$ cat src/rtl/owrp_pkg.sv
package owrp_pkg;

  typedef enum logic [1:0] {
    PH_IDLE = 2'd0,
    PH_LOW  = 2'd1,
    PH_HIGH = 2'd2
  } phase_e;

  typedef enum logic [1:0] {
    RES_PRESENT = 2'b00,
    RES_ABSENT  = 2'b01,
    RES_BUSERR  = 2'b11
  } result_e;

  function automatic int max_of4(input int a, input int b, input int c, input int d);
    int m;
    m = a;
    if (b > m) m = b;
    if (c > m) m = c;
    if (d > m) m = d;
    return m;
  endfunction

endpackage

$ cat src/rtl/owrp_line_sync.sv
module owrp_line_sync #(
  parameter int STAGES = 2
) (
  input  logic clk,
  input  logic rst_n,
  input  logic raw_in,
  output logic sync_out
);

  logic [STAGES-1:0] chain_q;

  generate
    if (STAGES == 1) begin : g_single
      always_ff @(posedge clk or negedge rst_n) begin
        if (!rst_n) chain_q <= 1'b1;
        else        chain_q <= raw_in;
      end
    end else begin : g_multi
      always_ff @(posedge clk or negedge rst_n) begin
        if (!rst_n) chain_q <= '1;
        else        chain_q <= {chain_q[STAGES-2:0], raw_in};
      end
    end
  endgenerate

  assign sync_out = chain_q[STAGES-1];

endmodule

$ cat src/rtl/owrp_us_timer.sv
module owrp_us_timer #(
  parameter int W = 10
) (
  input  logic         clk,
  input  logic         rst_n,
  input  logic         clr,
  input  logic         inc,
  output logic [W-1:0] count
);

  logic [W-1:0] count_q, count_nx;

  always_comb begin
    count_nx = count_q;
    if (clr)      count_nx = '0;
    else if (inc) count_nx = count_q + W'(1);
  end

  always_ff @(posedge clk or negedge rst_n) begin
    if (!rst_n) count_q <= '0;
    else        count_q <= count_nx;
  end

  assign count = count_q;

endmodule

$ cat src/rtl/owrp_window_judge.sv
module owrp_window_judge #(
  parameter int W           = 10,
  parameter int REG_RISE    = 5,
  parameter int REG_PD_LO   = 15,
  parameter int REG_PD_HI   = 75,
  parameter int OD_RISE     = 1,
  parameter int OD_PD_LO    = 2,
  parameter int OD_PD_HI    = 10
) (
  input  logic         clk,
  input  logic         rst_n,
  input  logic         clr,
  input  logic         sample,
  input  logic         od,
  input  logic [W-1:0] elapsed,
  input  logic         line_hi,
  output logic         err_nx,
  output logic         pres_nx
);

  localparam logic [W-1:0] RRISE = W'(REG_RISE);
  localparam logic [W-1:0] RLO   = W'(REG_PD_LO);
  localparam logic [W-1:0] RHI   = W'(REG_PD_HI);
  localparam logic [W-1:0] ORISE = W'(OD_RISE);
  localparam logic [W-1:0] OLO   = W'(OD_PD_LO);
  localparam logic [W-1:0] OHI   = W'(OD_PD_HI);

  logic         err_q, pres_q;
  logic [W-1:0] rise_at, win_lo, win_hi;
  logic         in_win;

  always_comb begin
    rise_at = od ? ORISE : RRISE;
    win_lo  = od ? OLO   : RLO;
    win_hi  = od ? OHI   : RHI;
    in_win  = (elapsed >= win_lo) && (elapsed <= win_hi);
  end

  always_comb begin
    err_nx  = err_q;
    pres_nx = pres_q;
    if (clr) begin
      err_nx  = 1'b0;
      pres_nx = 1'b0;
    end else if (sample && !line_hi) begin
      if (elapsed == rise_at) err_nx  = 1'b1;
      if (in_win)             pres_nx = 1'b1;
    end
  end

  always_ff @(posedge clk or negedge rst_n) begin
    if (!rst_n) begin
      err_q  <= 1'b0;
      pres_q <= 1'b0;
    end else begin
      err_q  <= err_nx;
      pres_q <= pres_nx;
    end
  end

endmodule

$ cat src/rtl/onewire_reset_presence.sv
module onewire_reset_presence
  import owrp_pkg::*;
#(
  parameter int REG_LOW_US      = 500,
  parameter int REG_RISE_US     = 5,
  parameter int REG_PD_FIRST_US = 15,
  parameter int REG_PD_LAST_US  = 75,
  parameter int REG_HIGH_US     = 500,
  parameter int OD_LOW_US       = 60,
  parameter int OD_RISE_US      = 1,
  parameter int OD_PD_FIRST_US  = 2,
  parameter int OD_PD_LAST_US   = 10,
  parameter int OD_HIGH_US      = 50,
  parameter int SYNC_STAGES     = 2
) (
  input  logic       clk,
  input  logic       rst_n,
  input  logic       start,
  input  logic       overdrive,
  input  logic       us_tick,
  input  logic       line_in,
  output logic       pull_low,
  output logic       busy,
  output logic       done,
  output logic [1:0] status
);

  localparam int MAX_US = max_of4(REG_LOW_US, REG_HIGH_US, OD_LOW_US, OD_HIGH_US);
  localparam int CNT_W  = $clog2(MAX_US + 1);
  localparam logic [CNT_W-1:0] REG_LOW_LAST  = CNT_W'(REG_LOW_US - 1);
  localparam logic [CNT_W-1:0] OD_LOW_LAST   = CNT_W'(OD_LOW_US - 1);
  localparam logic [CNT_W-1:0] REG_HIGH_LAST = CNT_W'(REG_HIGH_US - 1);
  localparam logic [CNT_W-1:0] OD_HIGH_LAST  = CNT_W'(OD_HIGH_US - 1);

  phase_e           phase_q, phase_nx;
  result_e          result_q, result_nx;
  logic             od_q, od_nx;
  logic             done_q, done_nx;
  logic             line_hi;
  logic [CNT_W-1:0] cnt, elapsed;
  logic             launch, low_last, high_last, tmr_clr, hi_sample;
  logic             err_nx, pres_nx;

  owrp_line_sync #(.STAGES(SYNC_STAGES)) u_sync (
    .clk      (clk),
    .rst_n    (rst_n),
    .raw_in   (line_in),
    .sync_out (line_hi)
  );

  owrp_us_timer #(.W(CNT_W)) u_timer (
    .clk   (clk),
    .rst_n (rst_n),
    .clr   (tmr_clr),
    .inc   (us_tick),
    .count (cnt)
  );

  owrp_window_judge #(
    .W         (CNT_W),
    .REG_RISE  (REG_RISE_US),
    .REG_PD_LO (REG_PD_FIRST_US),
    .REG_PD_HI (REG_PD_LAST_US),
    .OD_RISE   (OD_RISE_US),
    .OD_PD_LO  (OD_PD_FIRST_US),
    .OD_PD_HI  (OD_PD_LAST_US)
  ) u_judge (
    .clk     (clk),
    .rst_n   (rst_n),
    .clr     (launch),
    .sample  (hi_sample),
    .od      (od_q),
    .elapsed (elapsed),
    .line_hi (line_hi),
    .err_nx  (err_nx),
    .pres_nx (pres_nx)
  );

  // Control decode
  always_comb begin
    launch    = (phase_q == PH_IDLE) && start;
    low_last  = (phase_q == PH_LOW) && us_tick &&
                (cnt == (od_q ? OD_LOW_LAST : REG_LOW_LAST));
    high_last = (phase_q == PH_HIGH) && us_tick &&
                (cnt == (od_q ? OD_HIGH_LAST : REG_HIGH_LAST));
    hi_sample = (phase_q == PH_HIGH) && us_tick;
    tmr_clr   = launch || low_last || high_last;
    elapsed   = cnt + CNT_W'(1);
  end

  // Next state
  always_comb begin
    phase_nx  = phase_q;
    od_nx     = od_q;
    done_nx   = 1'b0;
    result_nx = result_q;
    case (phase_q)
      PH_IDLE: begin
        if (launch) begin
          phase_nx = PH_LOW;
          od_nx    = overdrive;
        end
      end
      PH_LOW: begin
        if (low_last) phase_nx = PH_HIGH;
      end
      PH_HIGH: begin
        if (high_last) begin
          phase_nx = PH_IDLE;
          done_nx  = 1'b1;
          if (err_nx)       result_nx = RES_BUSERR;
          else if (pres_nx) result_nx = RES_PRESENT;
          else              result_nx = RES_ABSENT;
        end
      end
      default: phase_nx = PH_IDLE;
    endcase
  end

  // Registers
  always_ff @(posedge clk or negedge rst_n) begin
    if (!rst_n) begin
      phase_q  <= PH_IDLE;
      od_q     <= 1'b0;
      done_q   <= 1'b0;
      result_q <= RES_ABSENT;
    end else begin
      phase_q  <= phase_nx;
      od_q     <= od_nx;
      done_q   <= done_nx;
      result_q <= result_nx;
    end
  end

  assign pull_low = (phase_q == PH_LOW);
  assign busy     = (phase_q != PH_IDLE);
  assign done     = done_q;
  assign status   = result_q;

endmodule

$ cat config.mk
export PLATFORM = sky130hd
export DESIGN_NAME = onewire_reset_presence
export DESIGN_NICKNAME = d
export VERILOG_FILES = /design/src/rtl/owrp_pkg.sv /design/src/rtl/owrp_line_sync.sv /design/src/rtl/owrp_us_timer.sv /design/src/rtl/owrp_window_judge.sv /design/src/rtl/onewire_reset_presence.sv
export SDC_FILE = /design/constraint.sdc
export NUM_CORES = 1
export LEC_CHECK = 0
export ABC_AREA = 1
export BUFFER_PORTS_ARGS = -buffer_cell sky130_fd_sc_hd__buf_2
export CORE_ASPECT_RATIO = 0.8
export CORE_MARGIN = 2
export CORE_UTILIZATION = 44
export DETAILED_ROUTE_END_ITERATION = 10
export PLACE_DENSITY_LB_ADDON = 0.12
export SLEW_MARGIN = 20
export SYNTH_ARGS = -nofsm -noshare
export SYNTH_HDL_FRONTEND = slang
export SYNTH_SLANG_ARGS = --single-unit
$ cat constraint.sdc
create_clock -name clk -period 2.06 [get_ports clk]
set_input_delay 0.412 -clock clk [delete_from_list [all_inputs] [get_ports clk]]
set_output_delay 0.412 -clock clk [all_outputs]
set_load 0.1 [all_outputs]
**Yosys cells after proc, flatten, opt, wreduce, memory -nomap -nowiden**

Index checks and enable logic that the tools add are counted.

- Flip-flop bits (word level): 19

- $add $sub $neg: 1
- Order comparisons: 2
- Equality and inequality tests: 8
- Muxes and demuxes: 21
- Reduce and logical (&&, ||, !) cells: 16

Operator list:

| operator | count |
|---|---|
| $mux 9 | 4 |
| $eq 9x9->1 | 3 |
| $add 9x1->9 const B | 1 |
| $ge 9x9->1 | 1 |
| $le 9x9->1 | 1 |
| $mux 1 | 9 |
| $mux 2 | 4 |
| $logic_and 1x1->1 | 7 |
| $mux 7 | 1 |
| $pmux 2 s3 | 1 |
| $mux 4 | 1 |
| $ne 2x2->1 const B | 2 |
| $reduce_and 2->1 | 2 |
| $reduce_bool 2->1 | 2 |
| $mux 3 | 1 |
| $reduce_and 3->1 | 1 |
| $eq 2x1->1 const B | 1 |
| $eq 2x2->1 const B | 1 |
| $logic_not 2->1 | 1 |
| $logic_or 1x1->1 | 2 |
| $ne 2x1->1 const B | 1 |
| $logic_not 1->1 | 1 |

**Depth between registers and ports, before layout**

Gate-level depths: netlist of the first run.

- Word-level depth: 8
- Mapped depth: 17
- Depth with buffers taken out: 17

**Cells and area by module**

Synthesis of the first run repeated with hierarchy kept, for this count alone.

- Cells, all modules: 215
- Area, all modules: 1456.4 um2

By module, submodules not included:

| module | times used | cells an instance | area each (um2) | seq. area each (um2) |
|---|---|---|---|---|
| onewire_reset_presence | 1 | 96 | 599.3 | 151.4 |
| owrp_us_timer | 1 | 67 | 506.7 | 225.2 |
| owrp_window_judge | 1 | 50 | 297.8 | 50.0 |
| owrp_line_sync | 1 | 2 | 52.6 | 52.6 |

**Worst setup path before layout of the first run**

Ideal clock, no wire load.

- Path kind: reg2reg
- From: register phase_q[1]
- To: register u_timer.count_q[0] (netlist: u_timer.count[0])
- Arrival time: 2.419 ns
- Required time: 1.936 ns
- Setup slack: -0.483 ns
- Stages on the path, launching flop included: 7
- Path buffers: 0
- Cell sequence: dfrtp_1 > nor2_1 > nand4_1 > nand2_1 > nor2_4 > nand2_2 > o21ai_1

- Longest elaborated chain between the ends: 6
- Elaborated cells on any way between the ends: 12
- Classes of those cells: 2 x eq/ne; 1 x mux; 9 x reduce/logical

Ends and longest elaborated chain:

| what | line | RTL |
|---|---|---|
| start, declared | onewire_reset_presence.sv:35 | `phase_e phase_q, phase_nx;` |
| start signal, assigned | onewire_reset_presence.sv:128 | `phase_q <= phase_nx;` |
| $eq 2x1->1 (*) | - |  |
| named net pull_low | onewire_reset_presence.sv:22 | `output logic pull_low,` |
| $logic_and 1x1->1 (*) (2 in a row) | onewire_reset_presence.sv:82 | `low_last = (phase_q == PH_LOW) && us_tick &&` |
| $logic_or 1x1->1 (*) (2 in a row) | onewire_reset_presence.sv:87 | `tmr_clr = launch \|\| low_last \|\| high_last;` |
| $mux 9 or $reduce_bool 2->1 (tied branches) | - |  |
| end signal, assigned | owrp_us_timer.sv:21 | `else count_q <= count_nx;` |
| end, declared | owrp_us_timer.sv:11 | `logic [W-1:0] count_q, count_nx;` |

The timed path passes the listed nets; every way through them passes the cells marked *.
A chain may end at the register's enable or synchronous reset.

**Worst setup path in the final report of the first run**

- From: register u_timer.count_q[1] (netlist: u_timer.count[1])
- To: register result_q[0] (netlist: status[0])

- Longest elaborated chain between the ends: 8
- Elaborated cells on any way between the ends: 16
- Classes of those cells: 1 x add/sub; 2 x order compare; 2 x eq/ne; 8 x mux; 3 x reduce/logical

Ends and longest elaborated chain:

| what | line | RTL |
|---|---|---|
| $add 9x1->9 | onewire_reset_presence.sv:88 | `elapsed = cnt + CNT_W'(1);` |
| $ge 9x9->1 or $le 9x9->1 (tied branches) | owrp_window_judge.sv:36 | `in_win = (elapsed >= win_lo) && (elapsed <= win_hi);` |
| $logic_and 1x1->1 | owrp_window_judge.sv:36 |  |
| $mux 1 | owrp_window_judge.sv:47 | `if (in_win) pres_nx = 1'b1;` |
| $mux 1 | owrp_window_judge.sv:45 | `end else if (sample && !line_hi) begin` |
| $mux 1 | owrp_window_judge.sv:42 | `if (clr) begin` |
| $mux 1 | onewire_reset_presence.sv:112 | `else if (pres_nx) result_nx = RES_PRESENT;` |
| $mux 2 | onewire_reset_presence.sv:111 | `if (err_nx) result_nx = RES_BUSERR;` |
| end signal, assigned | onewire_reset_presence.sv:131 | `result_q <= result_nx;` |
| end, declared | onewire_reset_presence.sv:36 | `result_e result_q, result_nx;` |

Several ways; a longest one is shown, not always the timed one.

==> results of run 1 <==
what timing repair did:
action / in CTS / in global routing
hold buffers: 0 / 0
gates resized for setup: 2 / 12
setup endpoints to repair: 1 / 4
setup buffers: 1 / 2
pin swaps: 0 / 13
area by class of cell:
cell class	instances	share of cell area (%)
clock buffers	3	1.51
clock inverters	1	0.335
inverters	26	6.53
multi-input cells	123	47.8
flip-flops and latches	19	32.3
well taps	38	3.18
repair buffers	20	8.37
worst min-delay path by stage:
stage / endpoint / depth (start not counted)
after CTS: u_timer.count[4] / 1
final: u_timer.count[4] / 1
after global routing: u_timer.count[4] / 1
after detailed placement: u_sync.chain_q[1] / 0
after global placement: u_sync.chain_q[1] / 0
after floorplan: done / 0
power by group through the flow:
stage / clock [mW] / sequential [mW] / combinational [mW]
finish: 0.194 / 0.578 / 0.947
global route: 0.223 / 0.595 / 1.05
CTS: 0.205 / 0.564 / 0.871
detailed placement: 0 / 0.569 / 0.844
global placement: 0 / 0.567 / 0.832
floorplan: 0 / 0.545 / 0.635
state kept, by name, summed over array words and instances, names as in the netlist:
signal / flops
u_timer.count: 9
od_q: 1
u_judge.pres_q: 1
done: 1
u_sync.chain_q: 2
phase_q: 2
status: 2
u_judge.err_q: 1
cells in the final DEF (no fill, tap or decap), types with 2 or more instances in the layout:
master                     netlist  layout
sky130_fd_sc_hd__buf_2           0      10
sky130_fd_sc_hd__nand3_2         3       5
sky130_fd_sc_hd__o21ai_0         3       2
sky130_fd_sc_hd__nand4_1         4       4
sky130_fd_sc_hd__a21oi_1         6       6
sky130_fd_sc_hd__nor2_2          6       8
sky130_fd_sc_hd__o21ai_1         9      10
sky130_fd_sc_hd__nand3_1        14      12
sky130_fd_sc_hd__dfrtp_1        16      13
sky130_fd_sc_hd__ha_4            0       2
sky130_fd_sc_hd__nor2_1         13      11
sky130_fd_sc_hd__dfrtp_2         0       3
sky130_fd_sc_hd__nand2_2         6       8
sky130_fd_sc_hd__nand2_1        39      37
sky130_fd_sc_hd__nor2_4          2       2
sky130_fd_sc_hd__dfstp_2         3       3
sky130_fd_sc_hd__ha_1            6       3
sky130_fd_sc_hd__buf_4           0      10
sky130_fd_sc_hd__inv_1          23      21
sky130_fd_sc_hd__nor3_1          2       2
sky130_fd_sc_hd__inv_2           3       5
sky130_fd_sc_hd__clkbuf_4        0       3
worst reg2reg max path, delay by kind of cell, from the launching register on:
kind            cells  cell delay, ns
compound gates      2            0.29
simple gates       10            0.79
fa+ha+maj           1            0.26
buf+inv             3            0.23
flops               1            0.38
cell families after synthesis:
| family | synth area share, % |
|---|---|
| buffers and inverters | 8.12 |
| xor gates and xnor gates | 0.702 |
| adders and majority gates | 6.02 |
| and+or+nand+nor | 37.7 |
| DFF | 38.4 |
| AOI/OAI and AO/OA | 9.03 |
routing by layer:
metal	vias to the layer above	GRT usage [%]	wire length (µm)	share of wire, %
li1	598	-	-	-
met1	547	25.5	1450	49
met2	30	32.5	1320	44
met3	9	5.19	140	4.7
met4	0	5.43	61	2.1
met5	-	0	0	0
per-stage QoR:
stage	power (mW)	std cells	TNS (ns)	hold WS [ns]
2_1_floorplan	1.18	169	0	0.116
3_3_place_gp	1.40	223	0	0.348
3_5_place_dp	1.41	223	-0.0263	0.348
4_1_cts	1.64	228	0	0.0378
5_1_grt	1.86	230	-0.0962	0.0375
6_report	1.72	230	0	0.0253
==> results, run 1 <==
- The number of nets handed over by synthesis was 181.
- Counting along the longest clock path gives a buffer depth of 2.
- The clock-pin slew of the registers on the worst-case setup and hold paths is 0.12 ns.
- The number of antenna violations at the first check in global routing is 0.
- At the pin with the least slew margin, the transition time is 0.475 ns.
- The standard cell with the maximum stage delay on the critical path is sky130_fd_sc_hd__dfrtp_1.
- The signal on the critical path passes through buf_4 > nand2_1 > nor2_2 > nand2_1 > nand2_2 > inv_2 > ha_4 > nand2_1 > o21ai_1 > nor3_1 > a21oi_1 > nand2_2 > nand2_1 > nand3_1 > nand2_1 > inv_1.
- Cells fill 54.9% of the core in the end.
- The setup skew after layout is 0.0102 ns.
- 11 I/O pins were placed.
- The via count of the first global-routing pass came to 1099.
- The wire length of the first global-routing pass is 4910 µm.
- The worst max-slew margin expressed relative to the limit is 68.0%.
- The worst register-to-register path has a depth of 16.
- The synthesized netlist occupies a cell area of 0.00125 mm².
- Per report_power, the combinational group accounts for 55.1% of the total.
- The cell family contributing the most delay on the critical path is simple AND/OR/NAND/NOR gates.
- Compared with the post-synthesis result, the final layout area differs by 19.9%.
- The share of flip-flops with an asynchronous set or reset after synthesis is 100%.
- After technology mapping, the gate count stands at 169.
- The main flop type after synthesis is sky130_fd_sc_hd__dfrtp_1.
- The critical path is of the reg -> reg type.
- After synthesis, the mean cell area works out to 7.38 µm².
- The number of max-cap violations is 0.
- Of the synthesized area, sequential elements account for 38.4%.
- The min-delay analysis places its worst path in the category in -> async.
- The count of unique library cells instantiated by Yosys is 28.
- The area of all sequential standard cells is 483 µm².
- Derived from the worst setup path, the maximum achievable clock frequency is 505 MHz.
- The number of levels the H-tree was split into is 1.
- The per-cell routed wire length is 12.9 µm.
- The most common cell type on the critical path is sky130_fd_sc_hd__nand2_1.
- Registers are responsible for 33.6% of the overall power.
- The max-slew violation total from the final report is 0.
- Before CTS, the worst setup slack after placement is -0.0263 ns.
- Global routing used 19.6% of the available tracks across all layers.
- At the worst endpoint, the required time is 2.32 ns.
- Among all cell types in the netlist, the one instantiated most often is sky130_fd_sc_hd__nand2_1.
- Yosys printed 0 warnings.
- The number of gates on the worst path with buffers counted is 16.
- The detail route stage leaves a number of antenna-violating nets equal to 0.
- Of all nets on the critical path, the largest fanout is 5.
- The area of the core region is 0.00272 mm².
- Setup repair after global routing could not meet its margin everywhere.
- The critical path starts at u_timer.count[1].
- The fill cell total of the finished layout is 284.
- The worst path arrival time is 2.24 ns.
- The leakage power is 0.752 nW.
- The tree is rooted in a sky130_fd_sc_hd__clkbuf_4.
- Once detailed placement completed, the half-perimeter wirelength came to 2300 µm.
- The switching power as a share of total power is 48.6%.
- The first detailed-routing pass ran for 4 iterations.
- The largest total area in the synthesized netlist belongs to sky130_fd_sc_hd__dfrtp_1.
- Entering global routing, the biggest net connects 20 pins.
- The fraction of post-synthesis cell area in the top cell type by area is 32.1%.
- The termination of the worst setup path is status[0].
- For the finished layout, the period the worst path requires is 1.98 ns.
- The slack of the critical path is 0.0809 ns.
- The run finished with clean final reports.
- The per-cell via count in the routed design is 5.15.
- The horizontal die dimension is 63.5 µm.
- The die height is 51.6 µm.
- The portion of the clock cycle consumed by the worst path in the final layout is 96.1%.
- The synthesized design contains 19 register bits.
- The share of cells above drive strength 1 is 32.8%.
- Cell internal power was estimated by the tool at 884 µW.
- Counting the buffers created by CTS gives 3.
- The hold violation total from the final report came to 0.
- After detailed routing, the total wire length is 2970 µm.
- Together, buffers and inverters on the worst path number 3.
- The reported net switching power is 836 µW.
- The count of nets after finishing is 205.
- The peak ir drop on the vdd network is 0.524 mV.
- The startpoint identified for the worst register-to-register timing path is u_timer.count[1].
- For this run, design rule violations remaining after detail routing come to 0.
- The clock sink count is 19.
- The detailed router finished its first iteration with 53 violations.
- The count of buffers from port buffering is 10.
- The clock latency reported for the late side of the worst-skew pair is 0.30 ns.
- The overall via count from detail_route is 1184.
- The number of setup violations in the final report is 0.
- After synthesis, the cell types taking the most area are sky130_fd_sc_hd__dfrtp_1 (32%), sky130_fd_sc_hd__nand2_1 (12%), sky130_fd_sc_hd__inv_1 (6.9%).
- The endpoint identified for the worst register-to-register timing path is status[0].
- The setup slack on the worst flop-to-flop path is 0.08 ns.
- The die area is 0.00328 mm².
- The finished cells cover 0.00150 mm².
- Power spread over the standard cell area amounts to 1150 mW/mm².
- The number of synthesized flops with an enable pin is 0.
- The sort of element at the start of the critical path is a register.
- For this run, the slowest stage of the critical path takes 0.38 ns.
- TritonCTS built the clock tree.
- The number of antenna diodes in the final layout is 0.
- The worst setup path is captured at a register.
- The area after detailed placement is 0.00140 mm².
- Summing all multi-input logic gate instances after layout gives 714 µm².
- The floorplan has 17 rows.
- The sum of overflow across all layers after global routing is 0.
- The initial cell density of the core is 45.8%.
- The portion of total power attributed to the clock network is 11.3%.
- At the end of routability-driven placement, the weighted congestion stood at 0.922.
- In the synthesized netlist, the cells that appear most often are sky130_fd_sc_hd__nand2_1 (39), sky130_fd_sc_hd__inv_1 (23), sky130_fd_sc_hd__dfrtp_1 (16).
(Power assumes the default switching activity.)
==> run 2, diff against run 1 <==
--- a/config.mk
+++ b/config.mk
@@ -5,10 +5,9 @@
 export SDC_FILE = /design/constraint.sdc
 export NUM_CORES = 1
 export LEC_CHECK = 0
-export ABC_AREA = 1
+export ABC_AREA = 0
 export BUFFER_PORTS_ARGS = -buffer_cell sky130_fd_sc_hd__buf_2
 export CORE_ASPECT_RATIO = 0.8
-export CORE_MARGIN = 2
 export CORE_UTILIZATION = 44
 export DETAILED_ROUTE_END_ITERATION = 10
 export PLACE_DENSITY_LB_ADDON = 0.12
==> run 2 against run 1 <==
Net effect: first-iteration DRC count down 23%; via count down 12%; combinational power up 11%; design area down 4.6%; critical path type unchanged; critical endpoint is now u_judge.pres_q.
==> results, run 2 <==
- The run finished with clean final reports.
- The worst hold slack across all endpoints is 0.0313 ns (+0.00602 ns).
- The flip-flop count of the largest register after layout is 9 (unchanged).
- The number of cells after detailed placement is 181 (-19%).
- The post-synthesis cell count is 133 (-21%).
- The number of max-cap violations came to 0 (unchanged).
- The clock period minus worst slack is 1.99 ns (+0.0122 ns).
- The signal on the critical path passes through ha_2 > and3_4 > xor2_1 > ha_1 > nand4_1 > nor2b_1 > o41ai_2 > a221oi_2 > o21a_1.
- The horizontal die dimension is 61.5 µm (-3.1%).
- The largest incremental delay on the critical path is 0.40 ns (+0.02 ns).
- The clock-pin slew of the registers on the worst-case setup and hold paths is 0.11 ns (about the same).
- The number of synthesized flops with an enable pin is 0 (unchanged).
- Setup repair after global routing could not meet its margin everywhere.
- The synthesis-to-finish area growth is 14.3%.
- The per-cell routed wire length is 15.0 µm (+16%).
- The sum of overflow across all layers after global routing came to 0 (unchanged).
- The area used by multi-input combinational logic is 706 µm² (-1.2%).
- The type of element capturing the critical path is a register.
- The worst setup path is of the reg -> reg kind.
- The fraction of post-synthesis cell area in the top cell type by area is 32.1% (unchanged).
- The per-cell via count in the routed design is 5.59 (+8.5%).
- The count of unique library cells instantiated by Yosys is 39 (+39%).
- The number of setup violations in the final report is 0 (unchanged).
- The mean instance size in the synthesized netlist is 9.38 µm² (+27%).
- The post-layout instance count excluding filler cells is 186 (-19%).
- The power per cell area was 1220 mW/mm² (+6.5%).
- The post-synthesis register bit count was 19 (unchanged).
- The count of antenna-violating nets left after detailed routing is 0 (unchanged).
- The count of nets after finishing is 163 (-20%).
- The slack of the critical path is 0.0687 ns (-0.0122 ns).
- The hold violation total from the final report is 0 (unchanged).
- The actual slew at the worst max-slew pin is 0.487 ns (+0.0118 ns).
- The share of cells above drive strength 1 came to 26.7% (-6.1 points).
- The number of buffer and inverter stages on the critical path is 0 (-3).
- The initial cell density of the core is 48.7% (+2.9 points).
- The min-delay analysis places its worst path in the category in -> async.
- The count of buffers from port buffering is 10 (unchanged).
- The largest net degree at the start of global routing came to 20 (unchanged).
- The worst path arrival time was 2.24 ns (about the same).
- The worst-case setup slack after placement is 0.00373 ns (+0.0300 ns).
- The setup skew after layout came to 0.00318 ns (-0.00706 ns).
- The maximum fanout along the worst path is 3 (-2).
- The die height came to 49.6 µm (-3.9%).
- The number of antenna violations at the first check in global routing is 0 (unchanged).
- The number of levels the H-tree was split into was 1 (unchanged).
- The portion of the clock cycle consumed by the worst path in the final layout came to 96.7% (+0.59 points).
- The wire length of the first global-routing pass came to 4710 µm (-3.9%).
- The max-slew violation total from the final report is 0 (unchanged).
- The setup TNS after final layout was 0 ns (unchanged).
- The share of flip-flops with an asynchronous set or reset after synthesis is 100% (unchanged).
- The worst max-slew margin expressed relative to the limit is 67.8% (-0.27 points).
- The detailed-routing iteration count for the pre-antenna-repair pass was 4 (unchanged).
- The HPWL reported at the end of detailed placement is 1970 µm (-14%).
- The DRC violation total after the first TritonRoute iteration is 41 (-23%).
- The post-synthesis instance area is 0.00125 mm² (unchanged).
- The count of antenna diodes in the layout is 0 (unchanged).
- The die area is 0.00305 mm² (-6.9%).
- Leaving out fill and tap cells, the most frequent cells in the layout are sky130_fd_sc_hd__nor2_1 (16), sky130_fd_sc_hd__dfrtp_1 (16), sky130_fd_sc_hd__buf_4 (12).
- The all-layer global routing usage is 20.4% (+0.83 points).
- The net count after synthesis was 145 (-20%).
- The clock latency reported for the late side of the worst-skew pair is 0.30 ns (about the same).
- The maximum clock insertion buffer count was 2 (unchanged).
- The residual DRC count is 0 (unchanged).
- The clock sink count is 19 (unchanged).
- The top achievable clock speed came to 502 MHz (-0.61%).
- The overall via count from detail_route came to 1039 (-12%).
- The required time reported for the critical path endpoint is 2.31 ns (about the same).
- The sort of element at the start of the critical path is a register.
- The part of the Yosys area used for sequential elements came to 38.4% (unchanged).
- The design area was 0.00143 mm² (-4.6%).
- The via count of the first global-routing pass came to 1024 (-6.8%).
- In the post-synthesis netlist, the biggest area contributors are sky130_fd_sc_hd__dfrtp_1 (32%), sky130_fd_sc_hd__dfstp_2 (6.3%), sky130_fd_sc_hd__ha_1 (6.0%).
- The area of all sequential standard cells is 479 µm² (-0.78%).
- The number of top-level design ports is 11 (unchanged).
- The global placement routability congestion is 0.917 (-0.62%).
- The area of the core region came to 0.00256 mm² (-5.9%).
- The number of hold buffers added after CTS is 0 (unchanged).
- The fill cell total of the finished layout is 253 (-11%).
- The warning count from the yosys run was 0 (unchanged).
- Counting instances in the post-synthesis netlist gives the leading cell types as sky130_fd_sc_hd__dfrtp_1 (16), sky130_fd_sc_hd__nor2_1 (16), sky130_fd_sc_hd__inv_1 (8), sky130_fd_sc_hd__xor2_1 (8), sky130_fd_sc_hd__nand4_1 (7).
- Grouping stages by cell kind, the critical path spends the most delay in adder cells.
- The synthesized design spends more area on one cell type than any other, namely sky130_fd_sc_hd__dfrtp_1.
- The total number of placement rows is 16 (-1).
- The standard cell with the maximum stage delay on the critical path is sky130_fd_sc_hd__dfrtp_1.
- The root buffer cell chosen for the clock tree is sky130_fd_sc_hd__clkbuf_4.
- The area after detailed placement was 0.00136 mm² (-2.5%).
- TritonCTS built the clock tree.
- Among all flip-flop cells after synthesis, the most frequent one is sky130_fd_sc_hd__dfrtp_1.
- The total detailed-routing wirelength came to 2800 µm (-5.8%).
- The peak ir drop on the vdd network is 0.620 mV (+18%).
- The CTS buffer count came to 3 (unchanged).
- The leakage power is 0.690 nW (-8.3%).
## run 2: cell count changes after synthesis, sizes merged, moves of 3 or more
cell | before | now
xor2 | 0 | 8
nor2b | 0 | 3
o21ai | 12 | 4
nand3 | 17 | 3
nor2 | 21 | 16
nand4 | 4 | 7
and3 | 1 | 5
nand4b | 0 | 3
buf | 0 | 9
nand2b | 0 | 4
inv | 26 | 8
nand2 | 45 | 6
## run 2: worst register-to-register path, stage by stage (launching register included)
cell,delay (ns)
sky130_fd_sc_hd__dfrtp_1,0.40
sky130_fd_sc_hd__ha_2,0.22
sky130_fd_sc_hd__and3_4,0.17
sky130_fd_sc_hd__xor2_1,0.14
sky130_fd_sc_hd__ha_1,0.33
sky130_fd_sc_hd__nand4_1,0.09
sky130_fd_sc_hd__nor2b_1,0.16
sky130_fd_sc_hd__o41ai_2,0.08
sky130_fd_sc_hd__a221oi_2,0.22
sky130_fd_sc_hd__o21a_1,0.15
## run 2: final cells by class
cell class	instances	area share, %
Timing Repair Buffer	22	9.82
Inverter	8	2.11
Clock buffer	4	1.84
Sequential cell	19	33.6
Tap cell	36	3.16
Multi-Input combinational cell	97	49.5
## run 2: per-stage QoR
step	utilization, %	power, mW
6_report	55.7	1.75
5_1_grt	55.7	1.86
4_1_cts	54.4	1.68
3_5_place_dp	53.1	1.48
3_3_place_gp	53.1	1.47
2_1_floorplan	-	1.26
## run 2: per-layer routing
layer | wire (µm) | GRT usage [%] | up-vias
li1 | - | - | 508
met1 | 1430 | 31.0 | 511
met2 | 1270 | 29.7 | 16
met3 | 80 | 4.72 | 4
met4 | 18 | 3.33 | 0
met5 | 0 | 0 | -
## run 2: timing repair
item / in CTS / in global routing
endpoints found under the setup margin: 1 / 6
resized for setup: 2 / 4
pin swaps: 1 / 4
buffers inserted: 0 / 1
cloned: 0 / 0
## run 2: path summary, 6_finish.rpt
kind / start / end / slack (ns) / cells after the start
worst max-delay path: u_timer.count[1] / u_judge.pres_q / 0.07 / 9
worst min-delay path: rst_n / u_timer.count[2] / 0.03 / 1
worst max register to register: u_timer.count[1] / u_judge.pres_q / 0.07 / 9
worst min register to register: u_sync.chain_q[0] / u_sync.chain_q[1] / 0.37 / 0
max in group asynchronous: rst_n / u_sync.chain_q[0] / 1.70 / 1
min in group clk: line_in / u_sync.chain_q[0] / 0.20 / 1
## run 2: cells by family after synthesis
logic type | Yosys count | synth area share, %
xor gates and xnor gates | 11 | 7.72
buffers and inverters | 17 | 8.12
DFF | 19 | 38.4
AOI/OAI and AO/OA | 23 | 13.4
muxes | 2 | 1.60
and+or+nand+nor | 55 | 24.7
adders and majority gates | 6 | 6.02
## run 2: power breakdown
group	internal, mW	switching, mW
Sequential	0.449	0.0553
Clock	0.0755	0.120
Combinational	0.389	0.658
